## src/rtl/atten_chain_pkg.sv

```systemverilog
package atten_chain_pkg;
  localparam int CODE_W  = 6;
  localparam int PAD_W   = 2;
  localparam int FRAME_W = CODE_W + PAD_W;

  typedef enum logic [2:0] {
    ST_IDLE,
    ST_LEAD,
    ST_HIGH,
    ST_LOW,
    ST_TAIL,
    ST_LATCH,
    ST_DONE,
    ST_GAP
  } seq_state_t;
endpackage

```

## src/rtl/atten_frame_pack.sv

```systemverilog
module atten_frame_pack
  import atten_chain_pkg::*;
#(
  parameter int N_DEV = 4
) (
  input  logic [N_DEV*CODE_W-1:0]  codes_i,
  output logic [N_DEV*FRAME_W-1:0] frame_o
);
  // Slot k sits at frame bits [8k+7:8k]; the MSB end (slot N_DEV-1) leaves first.
  for (genvar k = 0; k < N_DEV; k++) begin : g_slot
    assign frame_o[k*FRAME_W +: FRAME_W] = {{PAD_W{1'b0}}, codes_i[k*CODE_W +: CODE_W]};
  end
endmodule

```

## src/rtl/atten_phase_timer.sv

```systemverilog
module atten_phase_timer #(
  parameter int TW = 7
) (
  input  logic          clk,
  input  logic          rst_n,
  input  logic          load_i,
  input  logic [TW-1:0] load_val_i,
  output logic          zero_o
);
  logic [TW-1:0] cnt_q;

  always_ff @(posedge clk or negedge rst_n) begin
    if (!rst_n)                cnt_q <= '0;
    else if (load_i)           cnt_q <= load_val_i;
    else if (cnt_q != '0)      cnt_q <= cnt_q - 1'b1;
  end

  assign zero_o = (cnt_q == '0);
endmodule

```

## src/rtl/atten_bit_shifter.sv

```systemverilog
module atten_bit_shifter #(
  parameter int TOT_BITS = 32
) (
  input  logic                clk,
  input  logic                rst_n,
  input  logic                load_i,
  input  logic [TOT_BITS-1:0] frame_i,
  input  logic                adv_i,
  output logic                sdata_o
);
  logic [TOT_BITS-1:0] sh_q;

  always_ff @(posedge clk or negedge rst_n) begin
    if (!rst_n)       sh_q <= '0;
    else if (load_i)  sh_q <= frame_i;
    else if (adv_i)   sh_q <= {sh_q[TOT_BITS-2:0], 1'b0};
  end

  assign sdata_o = sh_q[TOT_BITS-1];
endmodule

```

## src/rtl/atten_seq_ctrl.sv

```systemverilog
module atten_seq_ctrl
  import atten_chain_pkg::*;
#(
  parameter int TOT_BITS = 32,
  parameter int HALF_CYC = 8,
  parameter int LEAD_CYC = 4,
  parameter int LEW_CYC  = 3,
  parameter int GAP_CYC  = 126,
  parameter int TW       = 7
) (
  input  logic          clk,
  input  logic          rst_n,
  input  logic          start_i,
  input  logic          tmr_zero_i,
  output logic          tmr_load_o,
  output logic [TW-1:0] tmr_val_o,
  output logic          sh_load_o,
  output logic          sh_adv_o,
  output logic          sclk_o,
  output logic          le_o,
  output logic          done_o,
  output logic          busy_o
);
  localparam int BW  = (TOT_BITS > 1) ? $clog2(TOT_BITS) : 1;
  localparam int LRW = $clog2(LEW_CYC + 2);
  localparam int SPW = $clog2(GAP_CYC + 2);

  seq_state_t    state_q, state_d;
  logic [BW-1:0] bits_q, bits_d;
  logic          sclk_q, le_q, done_q, busy_q;

  always_comb begin
    state_d    = state_q;
    bits_d     = bits_q;
    tmr_load_o = 1'b0;
    tmr_val_o  = '0;
    sh_load_o  = 1'b0;
    sh_adv_o   = 1'b0;
    unique case (state_q)
      ST_IDLE: if (start_i) begin
        state_d    = ST_LEAD;
        tmr_load_o = 1'b1;
        tmr_val_o  = TW'(LEAD_CYC - 1);
        sh_load_o  = 1'b1;
        bits_d     = BW'(TOT_BITS - 1);
      end
      ST_LEAD: if (tmr_zero_i) begin
        state_d    = ST_HIGH;
        tmr_load_o = 1'b1;
        tmr_val_o  = TW'(HALF_CYC - 1);
      end
      ST_HIGH: if (tmr_zero_i) begin
        tmr_load_o = 1'b1;
        if (bits_q == '0) begin
          state_d   = ST_TAIL;
          tmr_val_o = TW'(LEAD_CYC - 1);
        end else begin
          state_d   = ST_LOW;
          tmr_val_o = TW'(HALF_CYC - 1);
          sh_adv_o  = 1'b1;
          bits_d    = bits_q - 1'b1;
        end
      end
      ST_LOW: if (tmr_zero_i) begin
        state_d    = ST_HIGH;
        tmr_load_o = 1'b1;
        tmr_val_o  = TW'(HALF_CYC - 1);
      end
      ST_TAIL: if (tmr_zero_i) begin
        state_d    = ST_LATCH;
        tmr_load_o = 1'b1;
        tmr_val_o  = TW'(LEW_CYC - 1);
      end
      ST_LATCH: if (tmr_zero_i) state_d = ST_DONE;
      ST_DONE: begin
        state_d    = ST_GAP;
        tmr_load_o = 1'b1;
        tmr_val_o  = TW'(GAP_CYC - 1);
      end
      ST_GAP: if (tmr_zero_i) state_d = ST_IDLE;
      default: state_d = ST_IDLE;
    endcase
  end

  // Pin drivers are registered from the next state, so they switch cleanly on the edge.
  always_ff @(posedge clk or negedge rst_n) begin
    if (!rst_n) begin
      state_q <= ST_IDLE;
      bits_q  <= '0;
      sclk_q  <= 1'b0;
      le_q    <= 1'b0;
      done_q  <= 1'b0;
      busy_q  <= 1'b0;
    end else begin
      state_q <= state_d;
      bits_q  <= bits_d;
      sclk_q  <= (state_d == ST_HIGH);
      le_q    <= (state_d == ST_LATCH);
      done_q  <= (state_d == ST_DONE);
      busy_q  <= (state_d != ST_IDLE);
    end
  end

  assign sclk_o = sclk_q;
  assign le_o   = le_q;
  assign done_o = done_q;
  assign busy_o = busy_q;

  // Run counters used only by the timing properties below.
  logic [LRW-1:0] le_run_q;
  logic [SPW-1:0] since_le_q;

  always_ff @(posedge clk or negedge rst_n) begin
    if (!rst_n) begin
      le_run_q   <= '0;
      since_le_q <= SPW'(GAP_CYC + 1);
    end else begin
      if (!le_q)                               le_run_q <= '0;
      else if (le_run_q != LRW'(LEW_CYC + 1))  le_run_q <= le_run_q + 1'b1;
      if (le_q)                                since_le_q <= '0;
      else if (since_le_q != SPW'(GAP_CYC + 1)) since_le_q <= since_le_q + 1'b1;
    end
  end

  AST_LE_APART_FROM_SCLK: assert property (@(posedge clk) disable iff (!rst_n)
    le_q |-> !sclk_q);
  AST_IDLE_LINES_LOW: assert property (@(posedge clk) disable iff (!rst_n)
    !busy_q |-> (!sclk_q && !le_q));
  AST_DONE_AFTER_LATCH: assert property (@(posedge clk) disable iff (!rst_n)
    done_q |-> ($past(le_q) && !le_q));
  AST_LATCH_WIDTH: assert property (@(posedge clk) disable iff (!rst_n)
    $fell(le_q) |-> (le_run_q == LRW'(LEW_CYC)));
  AST_LATCH_SPACING: assert property (@(posedge clk) disable iff (!rst_n)
    $rose(le_q) |-> (since_le_q == SPW'(GAP_CYC + 1)));
endmodule

```

## src/rtl/atten_chain_prog.sv

```systemverilog
module atten_chain_prog
  import atten_chain_pkg::*;
#(
  parameter int N_DEV      = 4,
  parameter int SYS_CLK_NS = 5,
  parameter int HALF_CYC   = 8,
  parameter int LEAD_CYC   = 4,
  parameter int LEW_CYC    = 3,
  parameter int GAP_CYC    = 126
) (
  input  logic                    clk,
  input  logic                    rst_n,
  input  logic                    cmd_valid_i,
  output logic                    cmd_ready_o,
  input  logic [N_DEV*CODE_W-1:0] cmd_codes_i,
  output logic                    sclk_o,
  output logic                    sdata_o,
  output logic                    le_o,
  output logic                    busy_o,
  output logic                    done_o
);
  localparam int TOT_BITS = N_DEV * FRAME_W;
  localparam int MAX_AB   = (HALF_CYC > LEAD_CYC) ? HALF_CYC : LEAD_CYC;
  localparam int MAX_CD   = (LEW_CYC > GAP_CYC) ? LEW_CYC : GAP_CYC;
  localparam int T_MAX    = (MAX_AB > MAX_CD) ? MAX_AB : MAX_CD;
  localparam int TW       = $clog2(T_MAX + 1);

  // Device timing minimums, in ns, checked against the cycle counts.
  if (N_DEV < 1 || HALF_CYC < 1 || LEAD_CYC < 1 || LEW_CYC < 1 || GAP_CYC < 1 ||
      2 * HALF_CYC * SYS_CLK_NS < 70 || HALF_CYC * SYS_CLK_NS < 15 ||
      LEAD_CYC * SYS_CLK_NS < 15 || LEW_CYC * SYS_CLK_NS < 10 ||
      (GAP_CYC + 1) * SYS_CLK_NS < 630) begin : g_timing_check
    $error("atten_chain_prog: cycle parameters violate serial timing minimums");
  end

  logic                start;
  logic                tmr_load, tmr_zero, sh_load, sh_adv;
  logic [TW-1:0]       tmr_val;
  logic [TOT_BITS-1:0] frame;

  assign cmd_ready_o = ~busy_o;
  assign start       = cmd_valid_i & cmd_ready_o;

  atten_frame_pack #(.N_DEV(N_DEV)) u_pack (
    .codes_i (cmd_codes_i),
    .frame_o (frame)
  );

  atten_phase_timer #(.TW(TW)) u_timer (
    .clk        (clk),
    .rst_n      (rst_n),
    .load_i     (tmr_load),
    .load_val_i (tmr_val),
    .zero_o     (tmr_zero)
  );

  atten_bit_shifter #(.TOT_BITS(TOT_BITS)) u_shift (
    .clk     (clk),
    .rst_n   (rst_n),
    .load_i  (sh_load),
    .frame_i (frame),
    .adv_i   (sh_adv),
    .sdata_o (sdata_o)
  );

  atten_seq_ctrl #(
    .TOT_BITS (TOT_BITS),
    .HALF_CYC (HALF_CYC),
    .LEAD_CYC (LEAD_CYC),
    .LEW_CYC  (LEW_CYC),
    .GAP_CYC  (GAP_CYC),
    .TW       (TW)
  ) u_ctrl (
    .clk        (clk),
    .rst_n      (rst_n),
    .start_i    (start),
    .tmr_zero_i (tmr_zero),
    .tmr_load_o (tmr_load),
    .tmr_val_o  (tmr_val),
    .sh_load_o  (sh_load),
    .sh_adv_o   (sh_adv),
    .sclk_o     (sclk_o),
    .le_o       (le_o),
    .done_o     (done_o),
    .busy_o     (busy_o)
  );

  AST_DATA_STEADY_HIGH: assert property (@(posedge clk) disable iff (!rst_n)
    sclk_o |-> $stable(sdata_o));
  AST_ACCEPT_NEEDS_VALID: assert property (@(posedge clk) disable iff (!rst_n)
    $rose(busy_o) |-> $past(cmd_valid_i));
  AST_NO_CLOCK_IN_LATCH: assert property (@(posedge clk) disable iff (!rst_n)
    le_o |-> !sclk_o);
endmodule

```

## config.mk

```make
export PLATFORM = sky130hd
export DESIGN_NAME = atten_chain_prog
export DESIGN_NICKNAME = d
export VERILOG_FILES = /design/src/rtl/atten_chain_pkg.sv /design/src/rtl/atten_frame_pack.sv /design/src/rtl/atten_phase_timer.sv /design/src/rtl/atten_bit_shifter.sv /design/src/rtl/atten_seq_ctrl.sv /design/src/rtl/atten_chain_prog.sv
export SDC_FILE = /design/constraint.sdc
export NUM_CORES = 1
export LEC_CHECK = 0
export ABC_AREA = 1
export CORE_MARGIN = 2
export CORE_UTILIZATION = 56
export DETAILED_ROUTE_END_ITERATION = 16
export PLACE_DENSITY_LB_ADDON = 0.08
export SLEW_MARGIN = 20
export SYNTH_ARGS = -nofsm -noshare
export SYNTH_HDL_FRONTEND = slang
export SYNTH_HIERARCHICAL = 1
export SYNTH_SLANG_ARGS = --single-unit
```

## constraint.sdc

```tcl
create_clock -name clk -period 2.5 [get_ports clk]
set_clock_uncertainty 0.1 [all_clocks]
set_input_delay 0.25 -clock clk [delete_from_list [all_inputs] [get_ports clk]]
set_output_delay 0.25 -clock clk [all_outputs]
set_load 0.005 [all_outputs]
```

==> results.json, run 1 <==
{
  "vdd.ir_drop.worst_uv": 543.8,
  "reg2reg_setup_slack_ps": 330,
  "yosysMostFrequentCell": "sky130_fd_sc_hd__nand2_1",
  "drt_first_pass_iters": 6,
  "depth_of_the_cts_h_tree": 2,
  "num_vias": 2238,
  "critical-path-slowest-cell": "sky130_fd_sc_hd__dfrtp_1",
  "worst-slew-pin-transition_ps": 648.5,
  "post-route-worst-setup-slack_ps": 328.7,
  "post_synth.cell_area_avg_um2": 7.945,
  "area_delta_synth_final_pct": 6.611,
  "grt_overflow_total": 0,
  "final.min_clock_period_ps": 2171,
  "num_io_pins": 33,
  "cts_made_buffers": 5,
  "worst-setup-path-type": "reg -> reg",
  "clock_sinks": 51,
  "slew-limit-headroom_pct": 56.76,
  "multiInputGateArea_um2": 1247,
  "ctsRootBufferMaster": "sky130_fd_sc_hd__clkbuf_8",
  "clkLatencyLatePin_ps": 300,
  "grt_pass1_wl_um": 9577,
  "crit_top_cell": "sky130_fd_sc_hd__nand3_1",
  "critPathArrivalTime_ps": 2310,
  "floorplan.core_area_um2": 5107,
  "die_ar_um2": 5905,
  "run_status": "completed",
  "critical_path.max_stage_delay_ps": 380,
  "cts.path.max_buffers": 2,
  "critPathLaunchType": "flop",
  "met2WireLength_um": 2623,
  "timing.fmax_mhz": 460.6,
  "synth.top_cells.by_count": "109 x sky130_fd_sc_hd__nand2_1, 71 x sky130_fd_sc_hd__nand3_1, 51 x sky130_fd_sc_hd__dfrtp_1, 35 x sky130_fd_sc_hd__buf_4, 26 x sky130_fd_sc_hd__inv_1",
  "syn-cell-area_um2": 2972,
  "final_hold_viol_count": 0,
  "route.detailed.vias_per_inst": 4.984,
  "remaining_drc_errors": 0,
  "filler_cell_count": 494,
  "die_width_um": 76.85,
  "grt_util_all_layers_pct": 19.88,
  "asyncSetResetFlopFracSynth_pct": 100.0,
  "fp-row-count": 26,
  "maximum_number_of_pins_on_one_net_before_global_route_repair": 52,
  "wl_met3_um": 166,
  "antenna_cells_inserted": 0,
  "hold_path.class": "reg -> reg",
  "tritoncts": "built",
  "slew_violations": 0,
  "synth.distinct_cells": 28,
  "place.detailed.hpwl_um": 3641,
  "clkTransAtPathRegs_ps": 90,
  "drt-wirelength-per-cell_um": 11.80,
  "power_per_cell_area_nw_per_um2": 936.8,
  "setup_total_negative_slack_ps": 0,
  "drt.antenna.violating_nets": 0,
  "top_layer_used": "met4",
  "synth_edf_count": 0,
  "detail_route.wirelength.met1_um": 2438,
  "num-nets-final": 409,
  "initialDrtViolationCount": 98,
  "worst-path-max-fanout": 15,
  "setup_viol": 0,
  "synth_warnings": 6,
  "detail_route.wirelength_um": 5300,
  "cp.buffers_inverters": 3,
  "postCtsSetupBuffers": 0,
  "crit_required_ps": 2640,
  "finalWeightedCongestion": 0.8523,
  "layout.area.seq_um2": 1276,
  "leakagePower_nw": 1.575,
  "synth_area_leader_cell": "sky130_fd_sc_hd__dfrtp_1",
  "die_y_um": 76.85,
  "grt_antenna_before_repair": 0,
  "detailedPlace.worstSlack_ps": 270.3,
  "synth_top_area_share_pct": 42.95,
  "period_share_pct": 86.85,
  "first_global_vias": 2156,
  "synth_flop_cell": "sky130_fd_sc_hd__dfrtp_1",
  "initial_utilization_pct": 58.18,
  "grt_setup_unrepaired": "false",
  "fraction_of_final_layout_cells_with_drive_strength_greater_than_1_pct": 10.29,
  "cpLargestDelayFamily": "simple AND/OR/NAND/NOR gates",
  "io_buffers": 32,
  "setup.worst_path.end_class": "flop",
  "timing.critical_path.cells": "inv_1 -> ha_1 -> nand2_4 -> nor2_8 -> nand2_1 -> nor2_1 -> nand2_2 -> clkinvlp_4 -> buf_4 -> nand3_1 -> nand3_1",
  "postSynthRegisterBits": 51,
  "synthCells": 374,
  "cap_violations": 0,
  "yosysSeqAreaShare_pct": 42.95,
  "post_synth_main_area_contributors": "sky130_fd_sc_hd__dfrtp_1 43%, sky130_fd_sc_hd__nand2_1 14%, sky130_fd_sc_hd__nand3_1 12%"
}
[state kept, by name, summed over array words and instances, names as in the netlist]
signal and cells:
u_shift/sh_q 32, u_ctrl/done_o 1, u_ctrl/busy_o 1, u_ctrl/sclk_o 1, u_ctrl/state_q 3, u_ctrl/bits_q 5
u_timer/cnt_q 7, u_ctrl/le_o 1
[final timing paths]
path	start	end	depth (start not counted)
worst min-delay path	u_shift/sh_q[0]	u_shift/sh_q[0]	2
max in group asynchronous	rst_n	u_shift/sh_q[19]	3
min in group asynchronous	rst_n	u_ctrl/bits_q[3]	3
worst min register to register	u_shift/sh_q[0]	u_shift/sh_q[0]	2
worst max-delay path	u_timer/cnt_q[0]	u_shift/sh_q[12]	11
worst max register to register	u_timer/cnt_q[0]	u_shift/sh_q[12]	11
[report_power, final]
group | switching [mW] | internal (mW)
clock | 0.263 | 0.197
combinational | 0.653 | 0.456
sequential | 0.233 | 1.17
total | 1.15 | 1.82
[cell families after synthesis]
group                    Yosys count  synth area share (%)
adder cells (fa/ha/maj)            4                 1.684
flip-flops                        51                 42.95
buffers and inverters             78                 16.34
AO/OA/AOI/OAI                     17                 3.537
XOR/XNOR                           3                0.8844
other                              1                0.1262
AND/OR/NAND/NOR                  220                 34.48
[layer usage]
layer	up-vias	GRT usage [%]
met2	38	33.42
li1	1152	-
met1	1042	25.46
met5	-	0
met3	6	4.000
met4	0	7.091
[timing repair]
item | in CTS | in global routing
hold endpoints to repair | 51 | 0
hold buffers | 1 | 0
endpoints found under the setup margin | 0 | 7
resized for setup | 0 | 2
[placed cells by master (no fill, tap or decap), drive strengths merged]
master         instances
clkinvlp               1
dfrtp                 51
o21ai                 13
clkbuf                 7
buf                    6
dlygate4sd3            1
clkdlybuf4s50         31
conb                   8
o21bai                 1
clkinv                 1
or2                    1
nand4                  2
a21oi                  1
nand3                 71
o32ai                  1
a21boi                 1
nand2                117
nand3b                 1
xor2                   2
xnor2                  1
ha                     4
nor2                  29
inv                   28
[worst register-to-register path, delay by kind of cell (launching register included)]
| kind | cells | cell delay [ps] |
|---|---|---|
| adder cells (fa/ha/maj) | 1 | 200 |
| flip-flops | 1 | 380 |
| buffers and inverters | 3 | 580 |
| AND/OR/NAND/NOR | 7 | 850 |
[cell type report]
class / count / share of cell area, %
flip-flops and latches: 51 / 40.28
multi-input cells: 253 / 39.38
repair buffers: 38 / 11.45
inverters: 29 / 3.555
well taps: 70 / 2.765
clock buffers: 7 / 2.409
clock inverters: 1 / 0.1580
[through the flow]
| stage | area (µm²) | utilization [%] | power (mW) | instances | hold WS (ps) |
|---|---|---|---|---|---|
| floorplan | 2998 | - | 2.271 | 381 | -145.6 |
| global placement | 3062 | 59.95 | 2.488 | 439 | 304.8 |
| detailed placement | 3062 | 59.95 | 2.528 | 439 | 306.4 |
| CTS | 3153 | 61.73 | 2.997 | 448 | 377.3 |
| global route | 3168 | 62.03 | 3.254 | 449 | 404.3 |
| finish | 3168 | 62.03 | 2.968 | 449 | 381.6 |
No activity file was read; power rests on OpenSTA's default activity.
==> inputs of run 2 (changes only) <==
Settings changed: CORE_MARGIN 2 to 1.5.
==> results.json, run 2 (synthesis gave the netlist of run 1 again) <==
{
  "run_status": "completed",
  "worst-setup-path-type": "reg -> reg",
  "crit_required_ps": 2640,
  "largestRegisters": "u_shift/sh_q: 32 flops, u_timer/cnt_q: 7 flops, u_ctrl/bits_q: 5 flops",
  "leakagePower_nw": 1.590,
  "area_delta_synth_final_pct": 6.905,
  "detail_route.wirelength_um": 5153,
  "floorplan.core_area_um2": 5107,
  "critical_path_depth": 11,
  "reg2reg_setup_slack_ps": 310,
  "tritoncts": "built",
  "r2r_end": "u_shift/sh_q[10]",
  "placed_cells": 438,
  "cpLargestDelayFamily": "simple AND/OR/NAND/NOR gates",
  "largest-register": "u_shift/sh_q",
  "timing.critical_path.cells": "inv_1 -> ha_1 -> nand2_4 -> nor2_8 -> nand2_1 -> nor2_1 -> nand2_2 -> inv_1 -> buf_4 -> nand3_1 -> nand3_1",
  "depth_of_the_cts_h_tree": 2,
  "grt_overflow_total": 0,
  "grt_setup_unrepaired": "false",
  "power_frac_comb_pct": 36.8,
  "clockPowerShare_pct": 16.9,
  "timing.critical_path.to": "u_shift/sh_q[10]",
  "maximum_number_of_pins_on_one_net_before_global_route_repair": 33,
  "cap_violations": 0,
  "largest_register_ffs": 32,
  "critPathArrivalTime_ps": 2320,
  "power_per_cell_area_nw_per_um2": 949.3,
  "finalWeightedCongestion": 0.7843,
  "fp-row-count": 26,
  "cts.path.max_buffers": 2,
  "p_switching_mw": 1.142,
  "period_share_pct": 87.47,
  "grt_antenna_before_repair": 0,
  "clkLatencyLatePin_ps": 300,
  "cts_made_buffers": 5,
  "grt_pass1_wl_um": 8769,
  "drt.antenna.violating_nets": 0,
  "route.detailed.vias_per_inst": 5.020,
  "reg2reg_depth": 11,
  "drt_first_pass_iters": 5,
  "post-route-worst-setup-slack_ps": 313.3,
  "critPathLaunch": "u_timer/cnt_q[0]",
  "hold_path.class": "in -> async",
  "num-nets-final": 407,
  "detailedPlace.worstSlack_ps": 329.7,
  "setup_total_negative_slack_ps": 0,
  "ctsRootBufferMaster": "sky130_fd_sc_hd__clkbuf_8",
  "slew-limit-headroom_pct": 51.28,
  "initial_utilization_pct": 58.18,
  "timing.fmax_mhz": 457.3,
  "drt-wirelength-per-cell_um": 11.53,
  "num_io_pins": 33,
  "worst-slew-pin-transition_ps": 729.0,
  "grt_util_all_layers_pct": 19.93,
  "cp.buffers_inverters": 3,
  "final_cell_mix": "109 x sky130_fd_sc_hd__nand2_1, 71 x sky130_fd_sc_hd__nand3_1, 51 x sky130_fd_sc_hd__dfrtp_1",
  "sw_frac_of_total_pct": 37.87,
  "clkTransAtPathRegs_ps": 90,
  "final_hold_viol_count": 0,
  "internal_power_mw": 1.874,
  "worst-path-max-fanout": 31,
  "critical_path.max_stage_delay_ps": 380,
  "num_vias": 2244,
  "postCtsSetupBuffers": 0,
  "setup_viol": 0,
  "slew_violations": 0,
  "first_global_vias": 2041,
  "mostFrequentLayoutCell": "sky130_fd_sc_hd__nand2_1",
  "setup.worst_path.end_class": "flop",
  "die_width_um": 75.85,
  "die_ar_um2": 5752,
  "clock_sinks": 51,
  "fraction_of_final_layout_cells_with_drive_strength_greater_than_1_pct": 9.814,
  "post-layout-total-power_mw": 3.016,
  "initialDrtViolationCount": 138,
  "seq_power_share_pct": 46.3,
  "critical-path-slowest-cell": "sky130_fd_sc_hd__dfrtp_1",
  "remaining_drc_errors": 0,
  "place.detailed.hpwl_um": 3553,
  "hold-worst-slack_ps": 362.0,
  "critical_path.reg2reg.startpoint": "u_timer/cnt_q[0]",
  "instances_no_fill": 447,
  "final.min_clock_period_ps": 2187,
  "io_buffers": 32,
  "critPathLaunchType": "flop",
  "antenna_cells_inserted": 0,
  "die_y_um": 75.85,
  "vdd.ir_drop.worst_uv": 437.8
}
==> run 2: worst min-delay path by stage <==
stage,start,end,depth (start not counted)
6_report,rst_n,u_ctrl/state_q[1],2
5_1_grt,u_shift/sh_q[6],u_shift/sh_q[6],2
4_1_cts,rst_n,u_ctrl/state_q[0],2
3_5_place_dp,rst_n,u_ctrl/state_q[0],1
3_3_place_gp,rst_n,u_ctrl/state_q[0],1
2_1_floorplan,rst_n,u_ctrl/bits_q[0],0
==> run 2: power by group through the flow <==
stage	sequential, mW	combinational [mW]	clock, mW
final	1.40	1.11	0.509
after global routing	1.44	1.27	0.565
after CTS	1.40	1.12	0.527
after detailed placement	1.40	1.12	0
after global placement	1.41	1.09	0
after floorplan	1.35	0.918	0
==> run 2: area by class of cell <==
cell class	count	area, µm²
repair buffers	37	367.9
multi-input cells	252	1236
fillers	468	1931
well taps	70	87.58
clock buffers	8	100.1
flip-flops and latches	51	1276
inverters	29	108.9
==> run 2: timing repair <==
item	CTS	global route
resized for setup	0	0
endpoints found under the hold margin	23	0
hold buffers	1	0
==> run 2: layer usage <==
layer  wire length, µm  up-vias  track usage, %
met3               175        9           3.571
met4                85        0           7.937
met2              2461       46           32.17
met5                 0        -               0
met1              2430     1047           26.67
li1                  -     1142               -
==> run 2: per-stage QoR <==
step           util [%]  area [µm²]
6_report          62.20        3177
5_1_grt           62.20        3177
4_1_cts           62.20        3177
3_5_place_dp      60.04        3067
3_3_place_gp      60.04        3067
2_1_floorplan         -        2998
